**config.mk**
```make
export PLATFORM = sky130hd
export DESIGN_NAME = cfg_bitstream_reader
export DESIGN_NICKNAME = d
export VERILOG_FILES = /design/src/rtl/cfg_reader_pkg.sv /design/src/rtl/cfg_bit_store.sv /design/src/rtl/cfg_addr_ctr.sv /design/src/rtl/cfg_chain_out.sv /design/src/rtl/cfg_bitstream_reader.sv
export SDC_FILE = /design/constraint.sdc
export NUM_CORES = 2
export LEC_CHECK = 0
export ABC_AREA = 1
export BUFFER_PORTS_ARGS = -buffer_cell sky130_fd_sc_hd__clkbuf_2
export CELL_PAD_IN_SITES_DETAIL_PLACEMENT = 1
export CELL_PAD_IN_SITES_GLOBAL_PLACEMENT = 2
export CORE_MARGIN = 5
export CORE_UTILIZATION = 42
export DETAILED_ROUTE_END_ITERATION = 10
export PLACE_DENSITY_LB_ADDON = 0.08
export SKIP_LAST_GASP = 1
export SLEW_MARGIN = 20
export SYNTH_ARGS = -nofsm -noshare
export SYNTH_HDL_FRONTEND = slang
export SYNTH_HIERARCHICAL = 1
export SYNTH_SLANG_ARGS = --single-unit
```
**constraint.sdc**
```tcl
create_clock -name clk -period 2.49 [get_ports clk]
set_input_delay 0.249 -clock clk [delete_from_list [all_inputs] [get_ports clk]]
set_output_delay 0.249 -clock clk [all_outputs]
set_load 0.05 [all_outputs]
```
**src/rtl/cfg_reader_pkg.sv**
```systemverilog
package cfg_reader_pkg;

  // Chain-out control: armed until the last bit leaves, then spent.
  typedef enum logic {
    CO_ARMED = 1'b0,
    CO_SPENT = 1'b1
  } chain_state_e;

  // Effective output-enable level from the shared pin and its polarity.
  function automatic logic oe_level(input logic pin, input logic pol);
    return pin ^ pol;
  endfunction

endpackage

```
**src/rtl/cfg_bit_store.sv**
```systemverilog
module cfg_bit_store #(
  parameter int DEPTH  = 1024,
  parameter int ADDR_W = $clog2(DEPTH)
) (
  input  logic              clk,
  input  logic              wr_en,
  input  logic [ADDR_W-1:0] wr_addr,
  input  logic              wr_data,
  input  logic              rd_en,
  input  logic [ADDR_W-1:0] rd_addr,
  output logic              rd_data
);

  // One-bit-wide array with a registered read port (block RAM shape).
  logic mem [DEPTH];

  always_ff @(posedge clk) begin
    if (wr_en) mem[wr_addr] <= wr_data;
  end

  always_ff @(posedge clk) begin
    if (rd_en) rd_data <= mem[rd_addr];
  end

endmodule

```
**src/rtl/cfg_addr_ctr.sv**
```systemverilog
module cfg_addr_ctr #(
  parameter int DEPTH  = 1024,
  parameter int ADDR_W = $clog2(DEPTH)
) (
  input  logic              clk,
  input  logic              clr,
  input  logic              step,
  output logic [ADDR_W-1:0] addr,
  output logic              at_last,
  output logic              spent
);

  localparam logic [ADDR_W-1:0] LAST = ADDR_W'(DEPTH - 1);

  assign at_last = (addr == LAST);

  always_ff @(posedge clk) begin
    if (clr) begin
      addr  <= '0;
      spent <= 1'b0;
    end else if (step) begin
      if (at_last) spent <= 1'b1;
      else         addr  <= addr + 1'b1;
    end
  end

endmodule

```
**src/rtl/cfg_chain_out.sv**
```systemverilog
module cfg_chain_out
  import cfg_reader_pkg::*;
(
  input  logic clk,
  input  logic clr,
  input  logic hold,
  input  logic last_step,
  input  logic ce_n,
  output logic ce_out_n
);

  chain_state_e state;

  always_ff @(posedge clk) begin
    if (clr) begin
      state    <= CO_ARMED;
      ce_out_n <= 1'b1;
    end else if (!hold) begin
      if (last_step) begin
        state    <= CO_SPENT;
        ce_out_n <= 1'b0;
      end else if (state == CO_SPENT) begin
        ce_out_n <= ce_n;
      end else begin
        ce_out_n <= 1'b1;
      end
    end
  end

endmodule

```
**src/rtl/cfg_bitstream_reader.sv**
```systemverilog
module cfg_bitstream_reader
  import cfg_reader_pkg::*;
#(
  parameter int DEPTH  = 1024,
  parameter int ADDR_W = $clog2(DEPTH)
) (
  input  logic              clk,
  input  logic              por,
  input  logic              read_mode,
  input  logic              pol_sel,
  input  logic              ce_n,
  input  logic              rst_oe,
  input  logic              wr_en,
  input  logic [ADDR_W-1:0] wr_addr,
  input  logic              wr_data,
  output logic              dout,
  output logic              dout_en,
  output logic              ce_out_n
);

  logic              oe_act;
  logic              clr;
  logic              step;
  logic              at_last;
  logic              spent;
  logic [ADDR_W-1:0] addr;

  assign oe_act = oe_level(rst_oe, pol_sel);
  assign clr    = por | (read_mode & ~oe_act);
  assign step   = read_mode & ~ce_n & oe_act & ~spent;

  cfg_addr_ctr #(.DEPTH(DEPTH), .ADDR_W(ADDR_W)) u_ctr (
    .clk     (clk),
    .clr     (clr),
    .step    (step),
    .addr    (addr),
    .at_last (at_last),
    .spent   (spent)
  );

  cfg_bit_store #(.DEPTH(DEPTH), .ADDR_W(ADDR_W)) u_store (
    .clk     (clk),
    .wr_en   (wr_en),
    .wr_addr (wr_addr),
    .wr_data (wr_data),
    .rd_en   (step),
    .rd_addr (addr),
    .rd_data (dout)
  );

  cfg_chain_out u_chain (
    .clk       (clk),
    .clr       (clr),
    .hold      (~read_mode),
    .last_step (step & at_last),
    .ce_n      (ce_n),
    .ce_out_n  (ce_out_n)
  );

  always_ff @(posedge clk) begin
    if (por) dout_en <= 1'b0;
    else     dout_en <= step;
  end

endmodule

```
==> results.txt <==
Routed length per instance: 26.21 µm
Utilization after layout: 0.4869
Max Cap Viol: 0
Vias in the first global route: 36220
Share of cells above drive strength 1: 0.1161
Non-Filler Instances: 6446
Ports: 21
Largest cells by area after synthesis: edfxtp_1, nand3_1, nand2_1
Final hold vios: 0
Grt total ovfl: 0
Area leader, netlist: edfxtp_1
Clock Skew: 0.02213 ns
Reg clk slew, reported paths: 0.06 ns
Vias per cell: 5.607
Netlist cell types: 30
H-Tree Level Count: 3
FP Rows: 123
Status: finished clean
Clock group share of total power: 0.443
Post-Synthesis Cells: 4802
Gate power share: 0.048
VDD IR max: 0.7080 mV
Remaining antenna violation count: 0
Die height: 345.3 µm
Relative slew slack: 0.4341
Core Area: 112000 µm²
Area growth, synth to finish: 15.57%
Critical Path AT: 2.88 ns
Slew @ Worst Pin: 0.8480 ns
DP Cell Count: 6205
Most used cell, CP: nand3_1
Nets: 4870
CP Buf/Inv Count: 3
P_sw: 8.384 mW
Port bufs: 20
Slew Viols, Final: 0
Required time of the critical path: 2.95 ns
PD cells: 693.0 nW/µm²
Clock Path Buffers: 3
DRT iter0 DRCs: 3196
Sw frac: 0.2218
Worst min-delay path category: input port to register
CTS Buf Count: 116
Final GP Congestion: 0.7924
Slowest-stage cell, CP: dfxtp_4
First-pass GRT wire length: 244.5 mm
Syn Nets: 4821
CTS tree: built
Drt first pass iters: 5
Fill count: 12390
Num Clock Sinks: 1039
Crit-path cells: buf_12 > buf_4 > bufbuf_16 > nand2_1 > nand3_1 > nand3_1 > nand3_1 > nand3_1 > nand3_2 > nand3_2 > nand2_2 > nand2_2 > nand3_1 > nand3_1 > nand2_1
Most common cell after layout, fill and taps aside: nand2_1
Crit Path Category: register to register
CP delay by family, top: simple AND/OR/NAND/NOR gates
CP max stage delay: 0.35 ns
Crit. End Element: register
Detailed Place HPWL: 95.23 mm
Syn avg cell area: 9.830 µm²
Drt drc: 0
FF+latch count, synth: 1039
Later-pin clock latency in the skew report: 0.72 ns
Register area share after synthesis: 0.6580
Clock root cell: clkbuf_16
Die area: 119200 µm²
Share of the synthesized area in the top cell type: 0.6520
Post-synthesis instance area: 47210 µm²
Most frequent cells in the layout: nand2_1, nor2_1, edfxtp_1
Int Pwr: 29.42 mW
Tot GR Track Use: 0.2746
Initial Utilization: 0.4213
Fin crit share: 0.9738
CP Launch Type: register
Fmax: 0.4124 GHz
DRT Wirelength: 168.9 mm
Worst-path fanout max: 26
Seq pwr share: 0.508
Routed vias: 36140
Die width: 345.3 µm
Initial antenna violation count: 4
Synth Warn #: 6
Min Clock Period, post-route: 2.425 ns
Final setup violation count: 0
Pleak: 18.32 nW
Largest net degree at the start of global routing: 110
-- logic make-up (layout without fill, tap and decap cells) --
logic type,after synthesis,count (layout),share of synthesized area
and+or+nand+nor,3268,3268,0.2897
DFF,1039,1039,0.6580
buffers and inverters,482,623,0.05060
AOI/OAI and AO/OA,12,12,0.001458
adders and majority gates,1,1,0.0002650
other,0,3,0
-- registers in the layout, indices dropped and copies added (netlist names) --
signal,cells
u_store/mem,1024
dout_en,1
u_ctr/addr,10
u_ctr/spent,1
u_chain/state,1
u_store/rd_data,1
u_chain/ce_out_n,1
-- area by class of cell --
cell class              count  area [µm²]  area share
clock inverters            50       465.4    0.008532
flip-flops and latches   1039       31080      0.5696
multi-input cells        3281       13940      0.2556
well taps                1500        1877     0.03440
clock buffers             160        3182     0.05832
inverters                  69       305.3    0.005596
repair buffers            343        3682     0.06750
diodes                      3       7.507   0.0001376
repair inverters            1       16.27   0.0002981
-- power by group through the flow --
stage	clock [mW]	combinational [mW]	sequential [mW]
floorplan	0	0.832	19.6
global placement	0	1.71	19.6
detailed placement	0	1.73	19.6
CTS	17.1	1.81	19.2
global route	17.9	1.97	19.2
finish	16.8	1.83	19.2
-- metal layers --
metal,track usage,vias up,part of all wire
li1,-,16320,-
met1,0.3723,18680,0.43
met2,0.4779,942,0.50
met3,0.03053,203,0.054
met4,0.06282,0,0.021
met5,0,-,0
-- cells in the mapped netlist (all sizes together) --
cell type / number
dfxtp: 14
edfxtp: 1025
o21bai: 1
nor3b: 1
ha: 1
nand4: 8
inv: 67
buf: 217
o21ai: 2
clkinv: 2
nor3: 24
clkbuf: 196
o21a: 1
nand3: 1029
nand3b: 1
nand2: 1135
a21oi: 8
nor2: 1070
-- what timing repair did --
action	4_1_cts	5_1_grt
buffers inserted	12	6
pin swaps	0	5
setup endpoints to repair	1	1
hold buffers	5	0
endpoints found under the hold margin	24	0
gates cloned	5	3
gates resized for setup	31	18
-- per-stage QoR --
step | setup WS (ns) | hold slack, ns | total power, mW | TNS (ns) | instance area (µm²)
after floorplan | 0.6299 | 0.3214 | 20.43 | 0 | 47210
after global placement | -0.1049 | 0.4322 | 21.30 | -0.1049 | 50250
after detailed placement | -0.1661 | 0.4323 | 21.32 | -0.1661 | 50250
after CTS | 0.03227 | 0.003073 | 38.11 | 0 | 54340
after global routing | -0.0009579 | 0.1069 | 39.03 | -0.0009579 | 54550
final | 0.06519 | 0.05811 | 37.81 | 0 | 54560
-- worst min-delay path, cell delays in order --
cell	delay [ns]
clkbuf_2	0.09
nand2_1	0.07
nand2_2	0.06
nand2_2	0.08
nor2_1	0.06
nand2_1	0.07
a21oi_2	0.05
-- path summary, 6_finish.rpt --
| path | startpoint | end | slack, ns | depth (start not counted) |
|---|---|---|---|---|
| max | u_ctr/addr[0] | u_store/rd_data | 0.07 | 15 |
| min | rst_oe | u_chain/state | 0.06 | 7 |
| max reg2reg | u_ctr/addr[0] | u_store/rd_data | 0.07 | 15 |
| min reg2reg | u_chain/ce_out_n | u_chain/ce_out_n | 0.46 | 2 |
Note: power is estimated with default switching activity, not from simulation.
